$ cat src/rtl/regport_pkg.sv
package regport_pkg;

  localparam int unsigned REG_COUNT  = 4;
  localparam int unsigned REG_WIDTH  = 8;
  localparam int unsigned ADDR_WIDTH = 5;
  localparam int unsigned INIT_REG   = 1;
  localparam int unsigned INIT_BIT   = 7;
  localparam logic [5:0]  DEV_PREFIX = 6'b001001;

  typedef enum logic [2:0] {
    TW_IDLE,
    TW_ADDR,
    TW_PTR,
    TW_DATA,
    TW_SKIP
  } tw_state_e;

  // Power-up value of each register.
  function automatic logic [REG_WIDTH-1:0] reg_default(input int unsigned idx);
    case (idx)
      0:       return 8'h89;
      1:       return 8'h02;
      2:       return 8'h0F;
      default: return 8'h00;
    endcase
  endfunction

  // Pointer step: wrap after the last implemented register, else count up.
  function automatic logic [ADDR_WIDTH-1:0] ptr_next(input logic [ADDR_WIDTH-1:0] p,
                                                    input int unsigned nreg);
    if (32'(p) == nreg - 1) return '0;
    return p + 1'b1;
  endfunction

  function automatic logic dev_match(input logic [7:0] b, input logic sel_bit);
    return (b[7:1] == {DEV_PREFIX, sel_bit}) && !b[0];
  endfunction

endpackage

$ cat src/rtl/regport_sync.sv
module regport_sync #(
  parameter int unsigned W      = 5,
  parameter int unsigned STAGES = 2,
  parameter logic [W-1:0] RST_VAL = '1
) (
  input  logic         clk,
  input  logic         rst_n,
  input  logic [W-1:0] d,
  output logic [W-1:0] q,
  output logic [W-1:0] rise,
  output logic [W-1:0] fall
);

  for (genvar i = 0; i < W; i++) begin : g_line
    logic [STAGES-1:0] chain;
    logic              prev;

    always_ff @(posedge clk or negedge rst_n) begin
      if (!rst_n) begin
        chain <= {STAGES{RST_VAL[i]}};
        prev  <= RST_VAL[i];
      end else begin
        chain <= {chain[STAGES-2:0], d[i]};
        prev  <= chain[STAGES-1];
      end
    end

    assign q[i]    = chain[STAGES-1];
    assign rise[i] = chain[STAGES-1] & ~prev;
    assign fall[i] = ~chain[STAGES-1] & prev;
  end

endmodule

$ cat src/rtl/regport_sw3.sv
module regport_sw3 #(
  parameter int unsigned FRAME_BITS = 16,
  parameter int unsigned AW = regport_pkg::ADDR_WIDTH,
  parameter int unsigned DW = regport_pkg::REG_WIDTH
) (
  input  logic          clk,
  input  logic          rst_n,
  input  logic          en,
  input  logic          cs_q,
  input  logic          cs_rise,
  input  logic          cs_fall,
  input  logic          sck_rise,
  input  logic          sdi_q,
  output logic          wr_stb,
  output logic [AW-1:0] wr_addr,
  output logic [DW-1:0] wr_data
);

  localparam int unsigned CW = $clog2(FRAME_BITS + 2);
  localparam logic [CW-1:0] CNT_SAT  = CW'(FRAME_BITS + 1);
  localparam logic [CW-1:0] CNT_FULL = CW'(FRAME_BITS);

  logic [FRAME_BITS-1:0] shreg;
  logic [CW-1:0]         bitcnt;
  logic                  frame_ok;

  // Header: two chip-code ones, then the write flag.
  assign frame_ok = (bitcnt == CNT_FULL) &&
                    (shreg[FRAME_BITS-1 -: 3] == 3'b111);

  always_ff @(posedge clk or negedge rst_n) begin
    if (!rst_n) begin
      shreg   <= '0;
      bitcnt  <= '0;
      wr_stb  <= 1'b0;
      wr_addr <= '0;
      wr_data <= '0;
    end else if (!en) begin
      shreg  <= '0;
      bitcnt <= '0;
      wr_stb <= 1'b0;
    end else begin
      wr_stb <= 1'b0;
      if (cs_fall) begin
        bitcnt <= '0;
      end else if (!cs_q && sck_rise) begin
        shreg <= {shreg[FRAME_BITS-2:0], sdi_q};
        if (bitcnt != CNT_SAT) bitcnt <= bitcnt + 1'b1;
      end
      if (cs_rise) begin
        bitcnt <= '0;
        if (frame_ok) begin
          wr_stb  <= 1'b1;
          wr_addr <= shreg[DW +: AW];
          wr_data <= shreg[DW-1:0];
        end
      end
    end
  end

endmodule

$ cat src/rtl/regport_tw.sv
module regport_tw
  import regport_pkg::*;
#(
  parameter int unsigned AW   = ADDR_WIDTH,
  parameter int unsigned DW   = REG_WIDTH,
  parameter int unsigned NREG = REG_COUNT
) (
  input  logic          clk,
  input  logic          rst_n,
  input  logic          en,
  input  logic          addr_pin,
  input  logic          scl_q,
  input  logic          scl_rise,
  input  logic          scl_fall,
  input  logic          sda_q,
  input  logic          sda_rise,
  input  logic          sda_fall,
  output logic          ack_on,
  output logic          start_evt,
  output logic          stop_evt,
  output logic          wr_stb,
  output logic [AW-1:0] wr_addr,
  output logic [DW-1:0] wr_data
);

  tw_state_e     state;
  logic [3:0]    bitcnt;
  logic [7:0]    shreg;
  logic [AW-1:0] ptr;
  logic          byte_done;
  logic          ack_done;

  assign start_evt = en && scl_q && sda_fall;
  assign stop_evt  = en && scl_q && sda_rise;
  assign byte_done = scl_fall && (bitcnt == 4'd8);
  assign ack_done  = scl_fall && (bitcnt == 4'd9);

  always_ff @(posedge clk or negedge rst_n) begin
    if (!rst_n) begin
      state   <= TW_IDLE;
      bitcnt  <= '0;
      shreg   <= '0;
      ptr     <= '0;
      ack_on  <= 1'b0;
      wr_stb  <= 1'b0;
      wr_addr <= '0;
      wr_data <= '0;
    end else if (!en) begin
      state  <= TW_IDLE;
      bitcnt <= '0;
      ack_on <= 1'b0;
      wr_stb <= 1'b0;
    end else begin
      wr_stb <= 1'b0;
      if (start_evt) begin
        state  <= TW_ADDR;
        bitcnt <= '0;
        ack_on <= 1'b0;
      end else if (stop_evt) begin
        state  <= TW_IDLE;
        bitcnt <= '0;
        ack_on <= 1'b0;
      end else if (state != TW_IDLE) begin
        if (scl_rise && bitcnt < 4'd8) begin
          shreg  <= {shreg[6:0], sda_q};
          bitcnt <= bitcnt + 1'b1;
        end else if (byte_done) begin
          bitcnt <= 4'd9;
          case (state)
            TW_ADDR: begin
              if (dev_match(shreg, addr_pin)) begin
                ack_on <= 1'b1;
                state  <= TW_PTR;
              end else begin
                state <= TW_SKIP;
              end
            end
            TW_PTR: begin
              if (shreg[7:AW] == '0) begin
                ack_on <= 1'b1;
                ptr    <= shreg[AW-1:0];
                state  <= TW_DATA;
              end else begin
                state <= TW_SKIP;
              end
            end
            TW_DATA: begin
              ack_on  <= 1'b1;
              wr_stb  <= 1'b1;
              wr_addr <= ptr;
              wr_data <= shreg;
              ptr     <= ptr_next(ptr, NREG);
            end
            default: ;
          endcase
        end else if (ack_done) begin
          bitcnt <= '0;
          ack_on <= 1'b0;
        end
      end
    end
  end

endmodule

$ cat src/rtl/regport_bank.sv
module regport_bank
  import regport_pkg::*;
#(
  parameter int unsigned NREG = REG_COUNT,
  parameter int unsigned AW   = ADDR_WIDTH,
  parameter int unsigned DW   = REG_WIDTH
) (
  input  logic               clk,
  input  logic               rst_n,
  input  logic               wr_stb,
  input  logic [AW-1:0]      wr_addr,
  input  logic [DW-1:0]      wr_data,
  output logic               init_hit,
  output logic [NREG*DW-1:0] regs
);

  assign init_hit = wr_stb && (32'(wr_addr) == INIT_REG) && wr_data[INIT_BIT];

  for (genvar i = 0; i < NREG; i++) begin : g_reg
    always_ff @(posedge clk or negedge rst_n) begin
      if (!rst_n) begin
        regs[i*DW +: DW] <= reg_default(i);
      end else if (init_hit) begin
        regs[i*DW +: DW] <= reg_default(i);
      end else if (wr_stb && 32'(wr_addr) == i) begin
        regs[i*DW +: DW] <= wr_data;
      end
    end
  end

endmodule

$ cat src/rtl/regport_top.sv
module regport_top
  import regport_pkg::*;
#(
  parameter int unsigned NREG        = REG_COUNT,
  parameter int unsigned AW          = ADDR_WIDTH,
  parameter int unsigned DW          = REG_WIDTH,
  parameter int unsigned SYNC_STAGES = 2
) (
  input  logic               clk,
  input  logic               rst_n,
  input  logic               mode_tw,
  input  logic               addr_pin,
  input  logic               cs_n,
  input  logic               sck,
  input  logic               sdi,
  input  logic               scl,
  input  logic               sda_in,
  output logic               sda_pull_low,
  output logic [NREG*DW-1:0] regs_o
);

  localparam int unsigned LINES = 5;
  localparam int unsigned L_CS = 0, L_SCK = 1, L_SDI = 2, L_SCL = 3, L_SDA = 4;

  logic [LINES-1:0] line_q, line_rise, line_fall;
  logic             scl_s;
  logic             sw_stb, tw_stb, wr_stb, init_hit, tw_ack;
  logic             start_evt, stop_evt;
  logic [AW-1:0]    sw_addr, tw_addr, wr_addr;
  logic [DW-1:0]    sw_data, tw_data, wr_data;

  regport_sync #(.W(LINES), .STAGES(SYNC_STAGES), .RST_VAL(5'b11111)) u_sync (
    .clk  (clk),
    .rst_n(rst_n),
    .d    ({sda_in, scl, sdi, sck, cs_n}),
    .q    (line_q),
    .rise (line_rise),
    .fall (line_fall)
  );

  assign scl_s = line_q[L_SCL];

  regport_sw3 #(.AW(AW), .DW(DW)) u_sw3 (
    .clk     (clk),
    .rst_n   (rst_n),
    .en      (!mode_tw),
    .cs_q    (line_q[L_CS]),
    .cs_rise (line_rise[L_CS]),
    .cs_fall (line_fall[L_CS]),
    .sck_rise(line_rise[L_SCK]),
    .sdi_q   (line_q[L_SDI]),
    .wr_stb  (sw_stb),
    .wr_addr (sw_addr),
    .wr_data (sw_data)
  );

  regport_tw #(.AW(AW), .DW(DW), .NREG(NREG)) u_tw (
    .clk      (clk),
    .rst_n    (rst_n),
    .en       (mode_tw),
    .addr_pin (addr_pin),
    .scl_q    (scl_s),
    .scl_rise (line_rise[L_SCL]),
    .scl_fall (line_fall[L_SCL]),
    .sda_q    (line_q[L_SDA]),
    .sda_rise (line_rise[L_SDA]),
    .sda_fall (line_fall[L_SDA]),
    .ack_on   (tw_ack),
    .start_evt(start_evt),
    .stop_evt (stop_evt),
    .wr_stb   (tw_stb),
    .wr_addr  (tw_addr),
    .wr_data  (tw_data)
  );

  assign wr_stb  = sw_stb | tw_stb;
  assign wr_addr = tw_stb ? tw_addr : sw_addr;
  assign wr_data = tw_stb ? tw_data : sw_data;

  regport_bank #(.NREG(NREG), .AW(AW), .DW(DW)) u_bank (
    .clk     (clk),
    .rst_n   (rst_n),
    .wr_stb  (wr_stb),
    .wr_addr (wr_addr),
    .wr_data (wr_data),
    .init_hit(init_hit),
    .regs    (regs_o)
  );

  assign sda_pull_low = tw_ack;

endmodule

$ cat config.mk
export PLATFORM = sky130hd
export DESIGN_NAME = regport_top
export DESIGN_NICKNAME = d
export VERILOG_FILES = /design/src/rtl/regport_pkg.sv /design/src/rtl/regport_sync.sv /design/src/rtl/regport_sw3.sv /design/src/rtl/regport_tw.sv /design/src/rtl/regport_bank.sv /design/src/rtl/regport_top.sv
export SDC_FILE = /design/constraint.sdc
export NUM_CORES = 1
export LEC_CHECK = 0
export BUFFER_PORTS_ARGS = -buffer_cell sky130_fd_sc_hd__buf_4
export CAP_MARGIN = 25
export CORE_ASPECT_RATIO = 0.8
export CORE_MARGIN = 5
export CORE_UTILIZATION = 60
export DETAILED_ROUTE_END_ITERATION = 7
export PLACE_DENSITY_LB_ADDON = 0.1
export SLEW_MARGIN = 40
export SYNTH_ARGS = -nofsm -noshare
export SYNTH_HDL_FRONTEND = slang
export SYNTH_HIERARCHICAL = 1
export SYNTH_SLANG_ARGS = --single-unit
$ cat constraint.sdc
create_clock -name clk -period 4 [get_ports clk]
set_clock_uncertainty 0.05 [all_clocks]
set_input_delay 0.6 -clock clk [delete_from_list [all_inputs] [get_ports clk]]
set_output_delay 0.6 -clock clk [all_outputs]
set_load 0.01 [all_outputs]
* Word-level counts from Yosys, hierarchy flattened *
Index checks and enable logic that the tools add are counted.

storage, ports and cells
  output and inout bits = 33
  register bits = 116
  word-level logic and storage cells = 175

operators by class
  add/sub/neg operators = 3
  bitwise operators = 19
  reductions and logical operators = 36
  $lt $le $gt $ge = 1
  mux-type cells = 66
  equality and inequality tests = 24

operators by type and width
  operator                                        count
  2-to-1 mux 8 bit                                9
  2-to-1 mux 16 bit                               3
  2-to-1 mux 5 bit                                9
  2-to-1 mux 4 bit                                7
  2-to-1 mux 1 bit                                27
  2-to-1 mux 3 bit                                8
  == test 5 x 2 -> 1 bit (second input constant)  3
  logical AND 1 bit                               14
  != test 6 bit (second input constant)           2
  nonzero test 2 bit                              6
  inverter 1 bit                                  11
  adder 5 x 1 -> 5 bit (second input constant)    2
  != test 5 x 1 -> 1 bit (second input constant)  2
  case mux 5 bit (2 select lines)                 1
  == test 4 bit (second input constant)           2
  != test 4 x 1 -> 1 bit (second input constant)  2
  AND reduction 8 bit                             1
  nonzero test 4 bit                              2
  bitwise AND 1 bit                               7
  == test 7 x 5 -> 1 bit                          1
  != test 7 bit (second input constant)           1
  AND reduction 7 bit                             1
  == test 3 x 2 -> 1 bit (second input constant)  2
  != test 6 x 1 -> 1 bit (second input constant)  1
  22 further kinds                                25

* Longest topological paths before layout *
  depth after elaboration = 11
  depth in mapped cells = 7

* Modules after synthesis *
Netlist, hierarchy kept.

by module, submodules not included
  module        area each (sq um)  instances  cells each  sequential area each (sq um)
  regport_tw    1815.5             1          149         875.8
  regport_sw3   1520.2             1          134         875.8
  regport_bank  1466.4             1          120         810.8
  regport_sync  519.2              1          30          394.1
  regport_top   167.7              1          16          0.0

* Least setup slack after synthesis *
OpenSTA, ideal clock, no wires.

  kind = reg-to-reg
  start point = register u_tw.wr_stb
  end point = register u_bank.regs[22]
  slack = 1.766 ns
  stages on the path, launching flop included = 7
  data required time = 3.827 ns
  setup time = 0.123 ns
  data arrival time = 2.061 ns
  cell sequence = dfrtp_1 -> buf_6 -> mux2_2 -> or4b_4 -> buf_6 -> or3_1 -> o221a_2

between the ends
  longest elaborated chain between the ends = 5
  elaborated cells between the ends (all ways) = 11

RTL lines
  element                                                        RTL line            text
  start, declared                                                regport_tw.sv:21    output logic wr_stb,
  start signal, assigned                                         regport_tw.sv:45    wr_stb <= 1'b0;
  start signal, assigned                                         regport_tw.sv:52    wr_stb <= 1'b0;
  start signal, assigned                                         regport_tw.sv:54    wr_stb <= 1'b0;
  2-to-1 mux 5 bit (*)                                           regport_top.sv:77   assign wr_addr = tw_stb ? tw_addr : sw_addr;
  via wr_addr[3]                                                 regport_top.sv:29   logic [AW-1:0] sw_addr, tw_addr, wr_addr;
  == test 5 x 1 -> 1 bit                                         regport_bank.sv:17  assign init_hit = wr_stb && (32'(wr_addr) == INIT_REG) && wr_data[INIT_BIT];
  logical AND 1 bit (2 in series)                                regport_bank.sv:17
  2-to-1 mux 8 bit / nonzero test 2 bit (equally long branches)  n/a
  end signal, assigned by index                                  regport_bank.sv:22  regs[i*DW +: DW] <= reg_default(i);
  end signal, assigned by index                                  regport_bank.sv:24  regs[i*DW +: DW] <= reg_default(i);
  end signal, assigned by index                                  regport_bank.sv:26  regs[i*DW +: DW] <= wr_data;
  end, declared                                                  regport_bank.sv:14  output logic [NREG*DW-1:0] regs

The timed path passes the listed nets; every way through them passes the cells marked *. The select of a mux whose other input is x is not followed.
A chain may end at the register's enable or synchronous reset.

* Worst setup path after layout *
  start point = register u_tw.wr_stb
  end point = register u_bank.regs[11]

between the ends
  longest elaborated chain between the ends = 5
  elaborated cells between the ends (all ways) = 9

RTL lines
  element                                                        RTL line
  2-to-1 mux 5 bit (*)                                           regport_top.sv:77
  via wr_addr[4]                                                 regport_top.sv:29
  == test 5 x 1 -> 1 bit (*)                                     regport_bank.sv:17, regport_bank.sv:25
  logical AND 1 bit (*)                                          regport_bank.sv:17, regport_bank.sv:25
  logical AND 1 bit                                              regport_bank.sv:17
  2-to-1 mux 8 bit / nonzero test 2 bit (equally long branches)  n/a

Marks and branches as above.

==> impl_metrics.yaml <==
worst_setup_path:
  cp_max_fo: 15
  critPathKind: "reg -> reg"
  cp.required_ns: 4.23
  end_kind: "register"
  crit_arrival_ns: 3.09
  critPathLaunchType: "register"
timing:
  period_minus_slack_ns: 2.86
  setup_violations: 0
  finalWorstSetupSlack_ns: 1.14
  relSlewSlack_pct: 49.6
  drv_slew: 0
  worst_slew_pin_slew_ns: 0.753
  finalHoldViolCount: 0
  rsz0062_at_grt: "false"
  fmax_mhz: 350
  setup_tns_ns: 0
  hold_slack_ns: 0.125
  fin_crit_sh_pct: 71.4
job:
  max_cap_viol_count: 0
power:
  peakVddDrop_mv: 0.377
  finalPower_mw: 2.77
  p_leak_nw: 2.94
  p_per_area_nw_per_um2: 439
final_layout:
  final_common_cell: "dfrtp_1"
  layout_common_cells: "94 x dfrtp_1, 45 x buf_4, 40 x nand2_1"
  area_growth_pct: 16.6
  drive_gt1_share_pct: 33.5
  antenna_cells: 0
  nets: 495
drt:
  antenna_left: 0
  drc: 0
  routed_wl_mm: 11.1
  avgRoutedWirePerCell_um: 18.3
  vias_per_cell: 5.93
  num_vias: 3601
  first_pass_iters: 4
  dr.first_iter.drc_count: 269
die:
  rows: 31
  io_pins: 42
  fp.dieW_um: 116
  die_y_um: 95.0
  die-area_sq_um: 11000
  initial_core_util_pct: 60.7
  core-area_sq_um: 8920
logic_synthesis:
  ys_warn_count: 6
  synth_area_sq_um: 5420
  synthesis.nets: 457
  syn_inst: 441
  postSynthAreaPerCell_sq_um: 12.3
clock_tree:
  clock_path_buffers: 2
  cts_resized: 0
  clkTransAtPathRegs_ns: 0.05
  clock_sinks: 116
  post-cts-setup-buffers: 0
  cts_root_buffer: "clkbuf_16"
  postCtsHoldBufs: 0
  cts_buffers: 17
  clock_latency_ns: 0.41
  cts-htree-levels: 4
  cts_tree: "done"
placed_design:
  place_ws_ns: 1.28
  place_congestion: 0.791
  dp_hpwl_mm: 7.33
  portBuffers: 41
global_route:
  track_usage_pct: 21.5
  grt_max_degree: 45
  overflow: 0
  antenna_found_initial: 0
  grt_pass1_wl_mm: 18.0
  grt_pass1_vias: 3443
run_status:
  status: "finished, final reports clean"
worst_hold_path:
  hp-class: "in -> async"
## per-layer routing
metal	wire length [um]	vias to the layer above	GRT usage (%)
met2	5230	102	32.4
li1	-	1672	-
met1	5090	1815	30.7
met3	690	12	6.15
met5	0	-	0
met4	124	0	5.80
## power breakdown
group	switching, mW	leakage, nW	internal [mW]
Sequential	0.0122	1.54	1.19
Combinational	0.0448	1.12	0.0249
Clock	0.489	0.286	1.01
Total	0.546	2.94	2.23
## path summary, 6_finish.rpt
| path | slack, ns | depth (start not counted) | start | endpoint |
|---|---|---|---|---|
| max in group asynchronous | 2.86 | 2 | rst_n | u_bank/regs[16]$_DFFE_PN1P_ |
| setup reg to reg | 1.14 | 4 | u_tw/wr_stb$_DFF_PN0_ | u_bank/regs[11]$_DFFE_PN0P_ |
| hold reg to reg | 0.30 | 0 | u_sync/g_line[4].chain[0]$_DFF_PN1_ | u_sync/g_line[4].chain[1]$_DFF_PN1_ |
| min in group clk | 0.25 | 1 | sdi | u_sync/g_line[2].chain[0]$_DFF_PN1_ |
| hold / removal | 0.13 | 1 | rst_n | u_tw/ptr[1]$_DFFE_PN0P_ |
| setup / recovery | 1.14 | 4 | u_tw/wr_stb$_DFF_PN0_ | u_bank/regs[11]$_DFFE_PN0P_ |
## per-stage QoR
stage	area, sq um	utilization [%]	std cells
6_report	6310	70.8	607
4_1_cts	6310	70.7	606
5_1_grt	6310	70.8	607
3_5_place_dp	5720	64.1	574
3_3_place_gp	5720	64.1	574
2_1_floorplan	5420	-	441
## layout make-up
type / instances / area (sq um)
Tap cell: 115 / 144
Clock buffer: 26 / 479
Multi-Input combinational cell: 286 / 2270
Inverter: 13 / 48.8
Clock inverter: 6 / 105
Fill cell: 640 / 2610
Timing Repair Buffer: 45 / 338
Sequential cell: 116 / 2930
## critical path, cell delays in order, from the launching register on
cell	delay, ns
dfrtp_1	0.65
mux2_2	0.43
nor4b_4	0.71
nand3b_1	0.47
mux2_2	0.42
## flip-flops by register name, summed over array words and instances (netlist names)
signal,count
u_bank/regs,32
u_sw3/shreg,16
u_sync/g_line.chain,10
u_sw3/wr_data,8
u_tw/shreg,8
u_tw/wr_data,8
u_sw3/bitcnt,5
u_sw3/wr_addr,5
u_tw/ptr,5
u_tw/wr_addr,5
u_sync/g_line.prev,4
u_tw/bitcnt,4
u_tw/state,3
u_sw3/wr_stb,1
u_tw/ack_on,1
u_tw/wr_stb,1
Power figures use the tool's default switching activity.
